===== config.mk =====
export PLATFORM = sky130hd
export DESIGN_NAME = watch_buzz_timer
export DESIGN_NICKNAME = d
export VERILOG_FILES = /design/src/rtl/wbt_pkg.sv /design/src/rtl/wbt_regs.sv /design/src/rtl/wbt_divider.sv /design/src/rtl/wbt_tone.sv /design/src/rtl/watch_buzz_timer.sv
export SDC_FILE = /design/constraint.sdc
export NUM_CORES = 1
export LEC_CHECK = 0
export BUFFER_PORTS_ARGS = -buffer_cell sky130_fd_sc_hd__clkbuf_2
export CAP_MARGIN = 15
export CORE_MARGIN = 2
export CORE_UTILIZATION = 31
export CTS_CLUSTER_SIZE = 24
export DETAILED_ROUTE_END_ITERATION = 10
export PLACE_DENSITY = 0.58
export SYNTH_ARGS = -nofsm -noshare
export SYNTH_HDL_FRONTEND = slang
export SYNTH_SLANG_ARGS = --single-unit

===== constraint.sdc =====
create_clock -name clk -period 2 [get_ports clk]
set_input_delay 0.2 -clock clk [delete_from_list [all_inputs] [get_ports clk]]
set_output_delay 0.2 -clock clk [all_outputs]
set_load 0.05 [all_outputs]

===== src/rtl/wbt_pkg.sv =====
package wbt_pkg;

   localparam int MODE_W = 5;

   typedef struct packed {
      logic       tone_en;   // bit 4
      logic [1:0] tone_sel;  // bits 3:2
      logic       short_iv;  // bit 1
      logic       run;       // bit 0
   } wbt_mode_t;

   localparam logic ADDR_MODE = 1'b0;
   localparam logic ADDR_FLAG = 1'b1;

endpackage


===== src/rtl/wbt_regs.sv =====
module wbt_regs
   import wbt_pkg::*;
(
   input  logic            clk,
   input  logic            rst_n,
   input  logic            wr,
   input  logic            addr,
   input  logic [7:0]      wdata,
   input  logic            iv_event,
   output wbt_mode_t       mode,
   output logic            flag,
   output logic            tick,
   output logic [7:0]      rdata
);

   logic clr_req;

   assign clr_req = wr && (addr == ADDR_FLAG) && !wdata[0];

   always_ff @(posedge clk or negedge rst_n) begin
      if (!rst_n) begin
         mode <= '0;
      end else if (wr && (addr == ADDR_MODE)) begin
         mode <= wbt_mode_t'(wdata[MODE_W-1:0]);
      end
   end

   // an event on the same edge as a clear keeps the flag set
   always_ff @(posedge clk or negedge rst_n) begin
      if (!rst_n) begin
         flag <= 1'b0;
         tick <= 1'b0;
      end else begin
         tick <= iv_event;
         if (iv_event)     flag <= 1'b1;
         else if (clr_req) flag <= 1'b0;
      end
   end

   always_comb begin
      if (addr == ADDR_MODE) rdata = {{(8-MODE_W){1'b0}}, mode};
      else                   rdata = {7'b0, flag};
   end

endmodule


===== src/rtl/wbt_divider.sv =====
module wbt_divider #(
   parameter int LONG_LOG2  = 21,
   parameter int SHORT_LOG2 = 14
) (
   input  logic                 clk,
   input  logic                 rst_n,
   input  logic                 run,
   input  logic                 short_iv,
   output logic [LONG_LOG2-1:0] cnt,
   output logic                 iv_event
);

   logic long_hit;
   logic short_hit;

   generate
      if (SHORT_LOG2 < 1 || SHORT_LOG2 >= LONG_LOG2) begin : g_bad
         $error("wbt_divider: need 1 <= SHORT_LOG2 < LONG_LOG2");
      end
   endgenerate

   always_ff @(posedge clk or negedge rst_n) begin
      if (!rst_n)   cnt <= '0;
      else if (!run) cnt <= '0;
      else          cnt <= cnt + 1'b1;
   end

   assign long_hit  = &cnt;
   assign short_hit = &cnt[SHORT_LOG2-1:0];
   assign iv_event  = run && (short_iv ? short_hit : long_hit);

endmodule


===== src/rtl/wbt_tone.sv =====
module wbt_tone #(
   parameter int CNT_W         = 21,
   parameter int BUZ_BASE_LOG2 = 8
) (
   input  logic             clk,
   input  logic             rst_n,
   input  logic [CNT_W-1:0] cnt,
   input  logic             run,
   input  logic             tone_en,
   input  logic [1:0]       tone_sel,
   output logic             buz
);

   localparam int NTAP = 4;
   logic [NTAP-1:0] taps;

   generate
      if (BUZ_BASE_LOG2 < 1 || BUZ_BASE_LOG2 + NTAP - 1 > CNT_W) begin : g_bad
         $error("wbt_tone: tone taps fall outside the divider");
      end
      for (genvar g = 0; g < NTAP; g++) begin : g_tap
         // select g: half period 2^(BASE-1+3-g) clocks
         assign taps[g] = cnt[BUZ_BASE_LOG2 - 1 + (NTAP - 1 - g)];
      end
   endgenerate

   always_ff @(posedge clk or negedge rst_n) begin
      if (!rst_n) buz <= 1'b0;
      else        buz <= run && tone_en && taps[tone_sel];
   end

endmodule


===== src/rtl/watch_buzz_timer.sv =====
module watch_buzz_timer
   import wbt_pkg::*;
#(
   parameter int LONG_LOG2     = 21,
   parameter int SHORT_LOG2    = 14,
   parameter int BUZ_BASE_LOG2 = 8
) (
   input  logic       clk,
   input  logic       rst_n,
   input  logic       bus_wr,
   input  logic       bus_addr,
   input  logic [7:0] bus_wdata,
   output logic [7:0] bus_rdata,
   output logic       wt_tick,
   output logic       wt_flag,
   output logic       buz_o
);

   wbt_mode_t            mode_q;
   logic [LONG_LOG2-1:0] div_cnt;
   logic                 iv_event;
   logic                 run_w;

   assign run_w = mode_q.run;

   wbt_regs u_regs (
      .clk      (clk),
      .rst_n    (rst_n),
      .wr       (bus_wr),
      .addr     (bus_addr),
      .wdata    (bus_wdata),
      .iv_event (iv_event),
      .mode     (mode_q),
      .flag     (wt_flag),
      .tick     (wt_tick),
      .rdata    (bus_rdata)
   );

   wbt_divider #(
      .LONG_LOG2  (LONG_LOG2),
      .SHORT_LOG2 (SHORT_LOG2)
   ) u_div (
      .clk      (clk),
      .rst_n    (rst_n),
      .run      (run_w),
      .short_iv (mode_q.short_iv),
      .cnt      (div_cnt),
      .iv_event (iv_event)
   );

   wbt_tone #(
      .CNT_W         (LONG_LOG2),
      .BUZ_BASE_LOG2 (BUZ_BASE_LOG2)
   ) u_tone (
      .clk      (clk),
      .rst_n    (rst_n),
      .cnt      (div_cnt),
      .run      (run_w),
      .tone_en  (mode_q.tone_en),
      .tone_sel (mode_q.tone_sel),
      .buz      (buz_o)
   );

endmodule


==> results of run 1 <==
## cells in the mapped netlist, drive strengths merged
cell type and count:
buf 4, and3 1, nand2 11, mux2i 1, inv 2, nand4 5, and2 13, o22ai 1
a21boi 6, ha 1, or3 6, nand3 6, mux2 6, conb 1, nand4bb 1, dfrtp 29
xnor2 6, and2b 1, nand2b 1, or4 3, nor4 2, o31ai 1, and4 2, nor2b 8
a211oi 2, clkbuf 3, nor3 3, xor2 6, o21ai 7
## flip-flops by register name (all words and copies together) (netlist names)
register	count
u_div.cnt	21
u_regs.mode	5
u_regs.flag	1
u_regs.tick	1
u_tone.buz	1
## cells by family (layout without fill, tap and decap cells)
logic type	count (synthesis)	count (layout)	share of synthesized area, %
AND/OR/NAND/NOR	63	63	26.4
XOR/XNOR	12	12	7.17
AO/OA/AOI/OAI	17	17	7.42
flip-flops	29	29	49.5
buffers and inverters	9	31	3.16
adder cells (fa/ha/maj)	1	1	0.853
multiplexers	7	7	5.29
other	1	3	0.256
## power by group through the flow
stage	combinational (W)	clock [W]	sequential, W
global placement	0.000169	0	0.000659
detailed placement	0.000173	0	0.000662
CTS	0.000175	0.000490	0.000651
finish	0.000174	0.000479	0.000651
global route	0.000189	0.000511	0.000659
floorplan	0.000129	0	0.000653
## layout make-up
type / count / area, um^2
Inverter: 2 / 7.51
Sequential cell: 29 / 726
Clock buffer: 7 / 86.3
Tap cell: 54 / 67.6
Timing Repair Buffer: 22 / 128
Multi-Input combinational cell: 103 / 712
Fill cell: 475 / 2900
## worst max-delay path, stage by stage (launching register included)
cell and delay, ns:
dfrtp_1 0.46, nand4_2 0.19, or4_4 0.63, or3_1 0.36, a21boi_1 0.15
## what timing repair did
item,in CTS,in global routing
hold endpoints to repair,8,0
setup endpoints to repair,0,4
hold buffers,1,0
gates resized for setup,0,3
setup buffers,0,0
## final timing paths
path | endpoint | slack (ns) | cells past startpoint
min in group asynchronous | u_regs.mode[1]$_DFFE_PN0P_ | 0.52 | 2
hold / removal | u_regs.mode[1]$_DFFE_PN0P_ | 0.16 | 2
setup reg to reg | u_div.cnt[15]$_DFF_PN0_ | 0.13 | 4
max in group asynchronous | u_div.cnt[16]$_DFF_PN0_ | 1.02 | 2
setup / recovery | u_div.cnt[15]$_DFF_PN0_ | 0.13 | 4
hold reg to reg | u_div.cnt[0]$_DFF_PN0_ | 0.49 | 1
## per-layer routing
layer	GRT usage [%]	routed length, um	part of all wire, %	vias up
met1	13.1	1240	45	534
li1	-	-	-	530
met2	19.8	1420	51	10
met5	0	0	0	-
met3	3.73	71	2.6	5
met4	5.14	34	1.2	0
## per-stage QoR
| stage | instances | hold slack, ns | total power [W] |
|---|---|---|---|
| global placement | 209 | 0.274 | 0.000828 |
| global route | 217 | 0.154 | 0.00136 |
| CTS | 217 | 0.153 | 0.00132 |
| detailed placement | 209 | 0.292 | 0.000835 |
| floorplan | 141 | -0.0956 | 0.000782 |
| finish | 217 | 0.161 | 0.00130 |
==> flow_summary.json, run 1 <==
{
  "status": "finished, final reports clean",
  "htreeDepth": 2,
  "max-vdd-ir-drop_uv": 203,
  "cts.sinks": 29,
  "tightest_slew_ns": 0.729,
  "ys_types": 34,
  "numCtsBuffers": 5,
  "cap_violations": 0,
  "regToRegStartpoint": "u_div.cnt[10]$_DFF_PN0_",
  "synth_cells": 139,
  "yosysWarnings": 0,
  "drt-initial-drc-count": 32,
  "grt_max_degree": 30,
  "grt_pass1_wl_mm": 4.75,
  "place_ws_ns": 0.0764,
  "fin_skew_ns": 0.00415,
  "placement.io_buffers": 16,
  "postSynthAreaPerCell_um2": 10.5,
  "required_ns": 2.19,
  "drt_pass1_iterations": 2,
  "die_y_um": 72.8,
  "stdcell_area_um2": 1730,
  "dpl.hpwl_mm": 1.99,
  "area_growth_pct": 17.7,
  "final_common_cell": "dfrtp_1",
  "vias_per_cell": 4.97,
  "synth_seq_area_share_pct": 49.5,
  "grt_use_total_pct": 11.6,
  "ant_nets": 0,
  "power_frac_comb_pct": 13.3,
  "clock_latency_ns": 0.27,
  "die_w_um": 72.8,
  "pwr-share-clk_pct": 36.7,
  "ios": 23,
  "synth_top_area_share_pct": 49.5,
  "wl_per_cell_um": 12.8,
  "hold_viol_final": 0,
  "period_share_pct": 93.4,
  "rsz0062_at_grt": "no",
  "hp-class": "input port to register",
  "place_congestion": 0.763,
  "p_sw_share_pct": 26.9,
  "ys_ff_latch": 29,
  "pwr_density_cell_nw_per_um2": 755,
  "seqPwrFrac_pct": 49.9,
  "setup_tns_ns": 0,
  "routed_wl_mm": 2.77,
  "p_leak_nw": 0.789,
  "cts_root_buf": "clkbuf_8",
  "nets": 176,
  "slew_headroom_pct": 51.4,
  "dpl_cell_area_um2": 1620,
  "cp-start-kind": "register",
  "drc": 0,
  "critical_path.startpoint": "u_div.cnt[10]$_DFF_PN0_",
  "power.switching_w": 0.000351,
  "drive_gt1_share_pct": 24.5,
  "die_area_um2": 5300,
  "clockBufferDepth": 2,
  "path_class": "register to register",
  "core_area_um2": 4630,
  "setup_viol": 0,
  "final_core_util_pct": 37.3,
  "arrival_ns": 2.06,
  "clock.fmax_mhz": 535,
  "rows": 25,
  "path_clk_slew_ns": 0.06,
  "cts_tree": "yes",
  "vias": 1079,
  "grt_antenna_before_repair": 0,
  "crit_path_end_kind": "register",
  "layout_common_cells": "dfrtp_1 (29), clkbuf_2 (16), and2_1 (13)",
  "setup_ws_ns": 0.131,
  "synth.cell_area_um2": 1470,
  "slew_violations": 0,
  "grt_pass1_vias": 1085,
  "min_from": "bus_wdata[1]",
  "gr-total-overflow": 0,
  "synth_area_leaders": "dfrtp_1 (49%), and2_1 (5.5%), mux2_2 (4.6%), xnor2_1 (3.6%), xor2_1 (3.6%)",
  "cp_max_fo": 7,
  "internal_power_w": 0.000953,
  "synth_top_area_cell": "dfrtp_1",
  "start_util_pct": 31.7,
  "fin_crit_ns": 1.87,
  "insertedDiodeCount": 0
}
No activity file was read; power rests on OpenSTA's default activity.
==> run 2: changes to the inputs <==
- BUFFER_PORTS_ARGS: -buffer_cell sky130_fd_sc_hd__clkbuf_2 -> not set
- DONT_BUFFER_PORTS: not set -> 1
- PLACE_DENSITY: 0.58 -> 0.54
==> run 2 against run 1 <==
  * Flip-flop and latch count did not move
  * Clock power fell by 4.2%
  * Power fell by 1.5%
  * Critical path type unchanged
  * Highest routed layer unchanged
==> flow_summary.json, run 2 (synthesized netlist as in run 1, its figures left out) <==
{
  "insertedDiodeCount": 0,
  "die_w_um": 72.8,
  "grt_use_total_pct": 11.7,
  "p_sw_share_pct": 27.6,
  "final_cells": 208,
  "cts.sinks": 29,
  "rsz0062_at_grt": "no",
  "cap_violations": 0,
  "status": "finished, final reports clean",
  "pwr_density_cell_nw_per_um2": 752,
  "required_ns": 2.17,
  "path_class": "register to register",
  "numCtsBuffers": 5,
  "p_leak_nw": 0.757,
  "hp-class": "input port to register",
  "core_area_um2": 4630,
  "die_y_um": 72.8,
  "die_area_um2": 5300,
  "placement.io_buffers": 0,
  "wl_per_cell_um": 13.7,
  "clock_latency_ns": 0.28,
  "clockBufferDepth": 2,
  "grt_max_degree": 30,
  "routed_wl_mm": 2.85,
  "drt-initial-drc-count": 30,
  "largest_register": "u_div.cnt",
  "whs_ns": 0.0738,
  "hold_viol_final": 0,
  "post_cts_buffers": 0,
  "rrSetupSlack_ns": 0.17,
  "tightest_slew_ns": 0.501,
  "gr-total-overflow": 0,
  "rows": 25,
  "power_frac_comb_pct": 12.9,
  "final_common_cell": "dfrtp_1",
  "cp_max_fo": 4,
  "internal_power_w": 0.000930,
  "pwr-share-clk_pct": 35.7,
  "setup_viol": 0,
  "setup_tns_ns": 0,
  "fillers": 473,
  "start_util_pct": 31.7,
  "grt_pass1_vias": 1049,
  "cts_tree": "yes",
  "layout_common_cells": "dfrtp_1 (29), and2_1 (13), nand2_1 (11)",
  "fin_crit_ns": 1.83,
  "power.switching_w": 0.000355,
  "drc": 0,
  "htreeDepth": 2,
  "setup_ws_ns": 0.171,
  "drt_pass1_iterations": 3,
  "seqPwrFrac_pct": 51.3,
  "fin_skew_ns": 0.00141,
  "grt_antenna_before_repair": 0,
  "top_regs": "u_div.cnt (21), u_regs.mode (5)",
  "cp-start-kind": "register",
  "path_clk_slew_ns": 0.06,
  "period_share_pct": 91.5,
  "placed_cells": 198,
  "grt_pass1_wl_mm": 4.71,
  "place_ws_ns": 0.0975,
  "cts_root_buf": "clkbuf_8",
  "clock.fmax_mhz": 547,
  "ant_nets": 0,
  "place_congestion": 0.802,
  "ios": 23,
  "largest_reg_flops": 21,
  "drive_gt1_share_pct": 18.8,
  "max-vdd-ir-drop_uv": 367,
  "arrival_ns": 2.00,
  "area_growth_pct": 16.4,
  "slew_headroom_pct": 66.6,
  "vias": 1021,
  "dpl.hpwl_mm": 2.03,
  "slew_violations": 0,
  "crit_path_end_kind": "register",
  "nets": 166,
  "vias_per_cell": 4.91
}
[run 2: final timing paths]
check	from	endpoint	cells after the start
max in group asynchronous	rst_n	u_div.cnt[2]$_DFF_PN0_	2
min in group asynchronous	rst_n	u_div.cnt[14]$_DFF_PN0_	2
worst min register to register	u_regs.mode[3]$_DFFE_PN0P_	u_tone.buz$_DFF_PN0_	1
worst min-delay path	bus_wdata[0]	u_regs.mode[0]$_DFFE_PN0P_	1
worst max register to register	u_div.cnt[0]$_DFF_PN0_	u_div.cnt[14]$_DFF_PN0_	5
worst max-delay path	u_div.cnt[0]$_DFF_PN0_	u_div.cnt[14]$_DFF_PN0_	5
[run 2: power groups by stage]
| stage | registers, W | clock network (W) | logic (W) |
|---|---|---|---|
| after floorplan | 0.000653 | 0 | 0.000129 |
| after global placement | 0.000667 | 0 | 0.000145 |
| after detailed placement | 0.000670 | 0 | 0.000148 |
| after CTS | 0.000659 | 0.000476 | 0.000167 |
| after global routing | 0.000664 | 0.000501 | 0.000183 |
| final | 0.000659 | 0.000459 | 0.000166 |
[run 2: per-stage QoR]
step | util, % | area, um^2 | power, W
floorplan | - | 1470 | 0.000782
global placement | 34.1 | 1580 | 0.000813
detailed placement | 34.1 | 1580 | 0.000818
CTS | 36.5 | 1690 | 0.00130
global route | 36.9 | 1710 | 0.00135
finish | 36.9 | 1710 | 0.00128
[run 2: area by class of cell]
class,count,area (um^2),area share (%)
Sequential cell,29,726,42.5
Multi-Input combinational cell,103,721,42.2
Clock buffer,8,80.1,4.69
Timing Repair Buffer,12,105,6.16
Inverter,2,7.51,0.440
Tap cell,54,67.6,3.96
[run 2: what timing repair did]
| item | CTS | global route |
|---|---|---|
| hold buffers | 2 | 0 |
| resized for setup | 0 | 4 |
| endpoints found under the hold margin | 29 | 0 |
| setup endpoints to repair | 0 | 4 |
[run 2: critical path, stage by stage (launching register included)]
cell	delay, ns
dfrtp_1	0.39
ha_2	0.23
nand4_1	0.16
or4_2	0.64
xnor2_1	0.15
and2_1	0.15
[run 2: per-layer routing]
metal / global-route usage [%] / wire (um) / vias up
met5: 0 / 0 / -
met4: 6.79 / 64 / 0
met3: 3.87 / 87 / 10
met2: 17.3 / 1320 / 12
met1: 15.0 / 1380 / 491
li1: - / - / 508
